`src/rtl/dclk_pkg.sv`:
```
package dclk_pkg;

  // Rate select encoding; the alternate code falls back to the slow rate.
  typedef enum logic [1:0] {
    RATE_SLOW = 2'b00,
    RATE_MID  = 2'b01,
    RATE_FAST = 2'b10,
    RATE_ALT  = 2'b11
  } rate_e;

  function automatic int unsigned max3(input int unsigned a,
                                       input int unsigned b,
                                       input int unsigned c);
    int unsigned m;
    m = (a > b) ? a : b;
    return (m > c) ? m : c;
  endfunction

endpackage

```
`src/rtl/dclk_line_timer.sv`:
```
// Shared scanline timer: sync edge detect, cycle counter and line-start strobe.
module dclk_line_timer #(
  parameter int unsigned LEN_W = 12
) (
  input  logic             clk,
  input  logic             rst,
  input  logic             hsync_n,
  input  logic [LEN_W-1:0] line_len,
  output logic             line_start,  // this edge opens a new line
  output logic             ln_first     // current cycle is line position 0
);

  logic             hs_q;
  logic             fresh_q;
  logic [LEN_W-1:0] cnt_q;
  logic             sync_fall;
  logic             wrap;

  assign sync_fall  = hs_q & ~hsync_n;
  assign wrap       = (cnt_q == line_len - 1'b1);
  assign line_start = sync_fall | fresh_q | wrap;

  always_ff @(posedge clk) begin
    if (rst) begin
      hs_q     <= 1'b1;
      fresh_q  <= 1'b1;
      cnt_q    <= '0;
      ln_first <= 1'b0;
    end else begin
      hs_q     <= hsync_n;
      fresh_q  <= 1'b0;
      ln_first <= line_start;
      if (line_start) cnt_q <= '0;
      else            cnt_q <= cnt_q + 1'b1;
    end
  end

endmodule

```
`src/rtl/dclk_rate_hold.sv`:
```
// Frame-rate register for the scaler-facing channel.
module dclk_rate_hold (
  input  logic       clk,
  input  logic       rst,
  input  logic       frame_start,
  input  logic [1:0] rate_sel,
  output logic [1:0] held_rate,
  output logic [1:0] eff_rate   // value a line start would capture now
);

  always_ff @(posedge clk) begin
    if (rst)              held_rate <= dclk_pkg::RATE_SLOW;
    else if (frame_start) held_rate <= rate_sel;
  end

  assign eff_rate = frame_start ? rate_sel : held_rate;

endmodule

```
`src/rtl/dclk_phase_gen.sv`:
```
// One enable channel: picks divisor and remainder at line start, then counts periods.
module dclk_phase_gen #(
  parameter int unsigned LEN_W    = 12,
  parameter int unsigned DIV_SLOW = 8,
  parameter int unsigned DIV_MID  = 6,
  parameter int unsigned DIV_FAST = 4
) (
  input  logic             clk,
  input  logic             rst,
  input  logic             line_start,
  input  logic [1:0]       rate,
  input  logic [LEN_W-1:0] line_len,
  output logic             dot_en
);

  localparam int unsigned DMAX = dclk_pkg::max3(DIV_SLOW, DIV_MID, DIV_FAST);
  localparam int unsigned PW   = $clog2(2 * DMAX);

  logic [PW-1:0] div_sel;
  logic [PW-1:0] rem_sel;
  logic [PW-1:0] rem_slow, rem_mid, rem_fast;
  logic [PW-1:0] div_q;
  logic [PW-1:0] pcnt_q;

  // Constant-divisor remainders, one per rate; the mux then picks one.
  assign rem_slow = PW'(line_len % LEN_W'(DIV_SLOW));
  assign rem_mid  = PW'(line_len % LEN_W'(DIV_MID));
  assign rem_fast = PW'(line_len % LEN_W'(DIV_FAST));

  always_comb begin
    case (dclk_pkg::rate_e'(rate))
      dclk_pkg::RATE_MID:  begin div_sel = PW'(DIV_MID);  rem_sel = rem_mid;  end
      dclk_pkg::RATE_FAST: begin div_sel = PW'(DIV_FAST); rem_sel = rem_fast; end
      default:             begin div_sel = PW'(DIV_SLOW); rem_sel = rem_slow; end
    endcase
  end

  always_ff @(posedge clk) begin
    if (rst) begin
      dot_en <= 1'b0;
      div_q  <= PW'(DIV_SLOW);
      pcnt_q <= '0;
    end else if (line_start) begin
      // Leftover cycles stretch the first period of the line.
      dot_en <= 1'b1;
      div_q  <= div_sel;
      pcnt_q <= div_sel + rem_sel - 1'b1;
    end else if (pcnt_q == '0) begin
      dot_en <= 1'b1;
      pcnt_q <= div_q - 1'b1;
    end else begin
      dot_en <= 1'b0;
      pcnt_q <= pcnt_q - 1'b1;
    end
  end

endmodule

```
`src/rtl/dclk_en_div.sv`:
```
// Multi-rate dot clock enable divider: core channel and frame-held scan channel.
module dclk_en_div #(
  parameter int unsigned LEN_W    = 12,
  parameter int unsigned DIV_SLOW = 8,
  parameter int unsigned DIV_MID  = 6,
  parameter int unsigned DIV_FAST = 4
) (
  input  logic             clk,
  input  logic             rst,
  input  logic [1:0]       rate_sel,
  input  logic [LEN_W-1:0] line_len,
  input  logic             hsync_n,
  input  logic             frame_start,
  output logic             core_en,
  output logic             scan_en
);

  localparam int unsigned NCH = 2;  // 0: core, 1: scan

  logic       line_start;
  logic       ln_start;
  logic [1:0] held_rate;
  logic [1:0] eff_rate;
  logic [1:0] ch_rate [NCH];
  logic       ch_en   [NCH];

  dclk_line_timer #(.LEN_W(LEN_W)) timer_i (
    .clk        (clk),
    .rst        (rst),
    .hsync_n    (hsync_n),
    .line_len   (line_len),
    .line_start (line_start),
    .ln_first   (ln_start)
  );

  dclk_rate_hold hold_i (
    .clk         (clk),
    .rst         (rst),
    .frame_start (frame_start),
    .rate_sel    (rate_sel),
    .held_rate   (held_rate),
    .eff_rate    (eff_rate)
  );

  assign ch_rate[0] = rate_sel;
  assign ch_rate[1] = eff_rate;

  for (genvar c = 0; c < NCH; c++) begin : g_ch
    dclk_phase_gen #(
      .LEN_W    (LEN_W),
      .DIV_SLOW (DIV_SLOW),
      .DIV_MID  (DIV_MID),
      .DIV_FAST (DIV_FAST)
    ) phase_i (
      .clk        (clk),
      .rst        (rst),
      .line_start (line_start),
      .rate       (ch_rate[c]),
      .line_len   (line_len),
      .dot_en     (ch_en[c])
    );
  end

  assign core_en = ch_en[0];
  assign scan_en = ch_en[1];

endmodule

```
`config.mk`:
```
export PLATFORM = sky130hd
export DESIGN_NAME = dclk_en_div
export DESIGN_NICKNAME = d
export VERILOG_FILES = /design/src/rtl/dclk_pkg.sv /design/src/rtl/dclk_line_timer.sv /design/src/rtl/dclk_rate_hold.sv /design/src/rtl/dclk_phase_gen.sv /design/src/rtl/dclk_en_div.sv
export SDC_FILE = /design/constraint.sdc
export NUM_CORES = 1
export LEC_CHECK = 0
export BUFFER_PORTS_ARGS = -buffer_cell sky130_fd_sc_hd__buf_2
export CAP_MARGIN = 20
export CELL_PAD_IN_SITES_DETAIL_PLACEMENT = 0
export CELL_PAD_IN_SITES_GLOBAL_PLACEMENT = 1
export CORE_UTILIZATION = 43
export DETAILED_ROUTE_END_ITERATION = 16
export PLACE_DENSITY_LB_ADDON = 0.15
export RECOVER_POWER = 25
export SYNTH_ARGS = -nofsm -noshare
export SYNTH_HDL_FRONTEND = slang
export SYNTH_HIERARCHICAL = 1
export SYNTH_SLANG_ARGS = --single-unit
```
`constraint.sdc`:
```
create_clock -name clk -period 3.4 [get_ports clk]
set_input_delay 0 -clock clk [delete_from_list [all_inputs] [get_ports clk]]
set_output_delay 0 -clock clk [all_outputs]
set_load 0.05 [all_outputs]
```
# Word level (Yosys, flattened, before mapping)
# Cells that the tools add are included.
[word_totals]
reg_bits = 34
input_bits = 18
output_inout_bits = 2
elab_cells = 47
[classes]
addsub = 10
div_mod_pow = 1
eq_ne = 5
mux = 14
bitwise = 4
reduce_logical = 3
[ops]
columns = ["op", "n"]
rows = [
  ["one-hot mux 4 bit (2 select lines)", 4],
  ["subtractor 4 x 1 -> 4 bit, second input constant", 6],
  ["2-to-1 mux 4 bit", 4],
  ["adder 12 x 1 -> 12 bit, second input constant", 1],
  ["== test 12 bit", 1],
  ["remainder unit 12 x 3 -> 12 bit, second input constant", 1],
  ["subtractor 12 x 1 -> 12 bit, second input constant", 1],
  ["adder 4 bit", 2],
  ["logical NOT 4 bit", 2],
  ["2-to-1 mux 1 bit", 5],
  ["== test 2 x 1 -> 1 bit, second input constant", 2],
  ["== test 2 bit, second input constant", 2],
  ["2-to-1 mux 2 bit", 1],
  ["bitwise OR 1 bit", 2],
  ["OR reduction 2 bit", 1],
  ["bitwise AND 1 bit", 1],
  ["inverter 1 bit", 1],
]

# Longest topological paths before layout
[logic_depth]
depth_word = 6
mapped_depth = 18
mapped_depth_nobuf = 16

# Hierarchy
# The synthesis kept the hierarchy.
[by_module_without_submodules]
columns = ["mod", "instances", "cells_each", "area_each_um2", "seq_area_each_um2"]
rows = [
  ["dclk_phase_gen", 2, 163, 1237.4, 160.2],
  ["dclk_line_timer", 1, 131, 1134.8, 300.3],
  ["dclk_rate_hold", 1, 6, 86.3, 40.0],
]

# Worst setup path after synthesis
# Ideal clock, no wire load.
[synth_path]
path_type = "in2reg"
from = "in line_len[10]"
to = "reg g_ch[0].phase_i.pcnt_q[3]"
setup_time_ps = 73
arrival_ps = 3600
required_time_ps = 3327
slack_ps = -273
path_stages = 17
path_buffers = 1
path_cell_list = "buf_2 or3b_1 o211a_1 o32a_1 and2_4 or4b_4 a31oi_4 o211ai_1 o31ai_1 a21oi_1 ha_1 inv_1 ha_1 fa_1 xnor2_1 a311o_1 nor3_2"
[synth_between]
elab_chain_cells = 5
elab_cells_between_ends = 8
cone_classes = "add/sub (3); div (1); eq/ne (1); mux (2); bitwise (1)"
[synth_lines]
columns = ["item", "line", "rtl"]
rows = [
  ["start: declaration", "dclk_en_div.sv:11", "input logic [LEN_W-1:0] line_len,"],
  ["remainder unit 12 x 3 -> 12 bit", "dclk_phase_gen.sv:27", "assign rem_mid = PW'(line_len % LEN_W'(DIV_MID));"],
  ["one-hot mux 4 bit (2 select lines)", "dclk_phase_gen.sv:31", "case (dclk_pkg::rate_e'(rate))"],
  ["adder 4 bit", "dclk_phase_gen.sv:47", "pcnt_q <= div_sel + rem_sel - 1'b1;"],
  ["subtractor 4 x 1 -> 4 bit", "dclk_phase_gen.sv:47", ""],
  ["2-to-1 mux 4 bit (*)", "dclk_phase_gen.sv:43", "end else if (line_start) begin"],
  ["end signal: assignment", "dclk_phase_gen.sv:47", ""],
  ["end signal: assignment", "dclk_phase_gen.sv:50", "pcnt_q <= div_q - 1'b1;"],
  ["end signal: assignment", "dclk_phase_gen.sv:53", "pcnt_q <= pcnt_q - 1'b1;"],
  ["end: declaration", "dclk_phase_gen.sv:23", "logic [PW-1:0] pcnt_q;"],
]
# Every way passes the cells marked *; elsewhere a longest branch is shown, timed or not.
# A chain may end at the register's enable or synchronous reset.

# Final worst setup path
[layout_path]
from = "in line_len[9]"
to = "reg g_ch[0].phase_i.pcnt_q[3]"
# The elaborated chain is that of the path after synthesis.

==> impl_metrics.env <==
export IMPL_min_path_type="primary input to flip-flop"
export IMPL_report_final_slew_viol_count=0
export IMPL_syn_inst=461
export IMPL_synth_nets=495
export IMPL_crit_path_start="line_len[9]"
export IMPL_nNetsFinal=566
export IMPL_drive_gt1_share_pct=32.5
export IMPL_fin_skew_ns=0.00430
export IMPL_n_fill_cell=757
export IMPL_r2r_end="g_ch[1].phase_i/pcnt_q[3]"
export IMPL_crit_path_end="g_ch[0].phase_i/pcnt_q[3]"
export IMPL_dp_hpwl_mm=6.84
export IMPL_grt_usage_pct=22.0
export IMPL_reg2reg_slack_ns=0.46
export IMPL_syn_cell_area_mm2=0.00367
export IMPL_fin_area_mm2=0.00477
export IMPL_crit_path_start_kind="primary input"
export IMPL_dp_cells=617
export IMPL_status="complete, but fails checks"
export IMPL_p_leak_nw=1.94
export IMPL_vias=3679
export IMPL_place_area_mm2=0.00423
export IMPL_place_congestion=0.836
export IMPL_die_y_um=94.4
export IMPL_grt_pass1_wl_mm=15.8
export IMPL_firstDrtPassIters=4
export IMPL_worst_pin_slew_ns=0.675
export IMPL_cts_reportedPaths_clkPinSlew_ns=0.08
export IMPL_dieArea_mm2=0.00890
export IMPL_r2r_start="hold_i/held_rate[0]"
export IMPL_die_w_um=94.4
export IMPL_port_buffers=19
export IMPL_wl_per_cell_um=15.1
export IMPL_period_share_pct=100
export IMPL_htree_levels=2
export IMPL_cts_tree="built"
export IMPL_hold_viol=0
export IMPL_clkLatencyLatePin_ns=0.29
export IMPL_cap_violations=0
export IMPL_yosysWarningCount=6
export IMPL_tns_ns=-0.00245
export IMPL_cts_root_buf="clkbuf_8"
export IMPL_violations="negative setup slack"
export IMPL_numClockSinks=32
export IMPL_ir_drop_mv=0.142
export IMPL_place_ws_ns=-0.459
export IMPL_maxSlewHeadroom_pct=54.6
export IMPL_coreArea_mm2=0.00822
export IMPL_route_antenna_remaining_nets=0
export IMPL_path_max_fanout=11
export IMPL_finalNonFillerCells=638
export IMPL_rsz0062_at_grt="true"
export IMPL_required_ns=3.62
export IMPL_powerDensity_mw_per_mm2=305
export IMPL_timing_fmax_mhz=294
export IMPL_cts_buffers=5
export IMPL_antenna_found_initial=0
export IMPL_syn2layout_area_growth_pct=30.0
export IMPL_end_kind="flip-flop"
export IMPL_antenna_cells=0
export IMPL_drcViolationCount=0
export IMPL_layout_setup_ws_ns=-0.00245
export IMPL_grt_overflow=0
export IMPL_rows=33
export IMPL_start_util_pct=44.6
export IMPL_drt_initial_drc_count=202
export IMPL_crit_type="primary input to flip-flop"
export IMPL_pin_count=20
export IMPL_via_per_inst=5.77
export IMPL_postSynthAreaPerCell_um2=7.96
export IMPL_grt_pass1_vias=3529
export IMPL_setup_viol_count_final=1
export IMPL_grt_max_degree=25
export IMPL_fin_crit_ns=3.40
export IMPL_drt_total_wl_mm=9.61
export IMPL_crit_arrival_ns=3.63
export IMPL_reg2regPathDepth=14
export IMPL_clockBufferDepth=2
[metal layers]
| layer | vias up | track usage [%] | wire [µm] |
|---|---|---|---|
| met2 | 52 | 39.1 | 4700 |
| met5 | - | 0 | 0 |
| li1 | 1856 | - | - |
| met1 | 1762 | 27.5 | 4600 |
| met4 | 0 | 5.51 | 103 |
| met3 | 9 | 3.46 | 197 |
[cell type report]
class / instances / area, µm² / area share [%]
clock inverter: 3 / 42.5 / 0.893
timing repair buffer: 88 / 728 / 15.3
tap: 105 / 131 / 2.76
multi-input combinational: 375 / 3040 / 63.8
clock buffer: 5 / 68.8 / 1.44
sequential: 32 / 641 / 13.4
inverter: 30 / 113 / 2.36
[state kept, by name, indices dropped and copies added (netlist names)]
register	flops
timer_i/fresh_q	1
g_ch.phase_i/div_q	6
hold_i/held_rate	2
timer_i/cnt_q	12
g_ch.phase_i/pcnt_q	8
timer_i/hs_q	1
g_ch.phase_i/dot_en	2
[critical path, stage by stage]
cell and delay (ns):
buf_12 0.11, or3b_1 0.36, o211a_1 0.13, o32a_1 0.43, and2_4 0.21, or4b_4 0.54, a31oi_4 0.16, o211ai_1 0.10
o31ai_1 0.07, a21oi_1 0.10, ha_1 0.28, inv_1 0.04, ha_2 0.18, fa_2 0.38, xnor2_1 0.14, a311o_1 0.27
nor3_2 0.10
[through the flow]
step | utilization (%) | power [mW] | hold WS [ns]
detailed placement | 51.4 | 0.994 | 0.209
finish | 58.0 | 1.45 | 0.0988
global route | 58.0 | 1.55 | 0.0954
CTS | 54.8 | 1.41 | 0.0863
global placement | 51.4 | 0.988 | 0.205
floorplan | - | 0.815 | 0.0277
[placed cells by master, fill, tap and decap left out, types with 5 or more instances in the layout]
cell type / instances
nor4_1: 9
a211oi_1: 7
nand2_1: 27
a21oi_1: 18
a21oi_2: 8
nor3_1: 11
clkbuf_8: 5
nand4_1: 5
inv_1: 30
or3_1: 8
nand3_1: 10
o211ai_1: 6
nor2b_1: 6
o21ai_0: 7
nor3_2: 12
nand2b_1: 7
xor2_1: 18
o21a_1: 6
ha_1: 12
o211a_1: 8
buf_4: 64
o31ai_1: 8
buf_2: 11
dfxtp_1: 32
xnor2_1: 15
nor2_1: 41
[worst min-delay path by stage]
stage	start	slack, ns	cells after the start	to
global placement	hsync_n	0.20	2	timer_i/hs_q
global route	rst	0.1	1	timer_i/fresh_q
detailed placement	hsync_n	0.21	2	timer_i/hs_q
floorplan	rst	0.03	0	timer_i/fresh_q
CTS	rst	0.09	1	timer_i/fresh_q
finish	rst	0.1	1	timer_i/fresh_q
[report_power, final]
part           internal, mW  leakage [nW]  switching [mW]  total (mW)
clock network         0.217        0.0541           0.163       0.380
registers             0.402         0.263          0.0180       0.420
logic                 0.315          1.62           0.339       0.654
total                 0.934          1.94           0.521        1.45
[what timing repair did]
action                     in CTS  in global routing
resized for setup              25                 42
setup buffers                   5                  5
pin swaps                       6                 15
hold endpoints to repair        1                  0
setup endpoints to repair       4                  4
hold buffers                    1                  0
cloned                          0                  2
(Power assumes the default switching activity.)
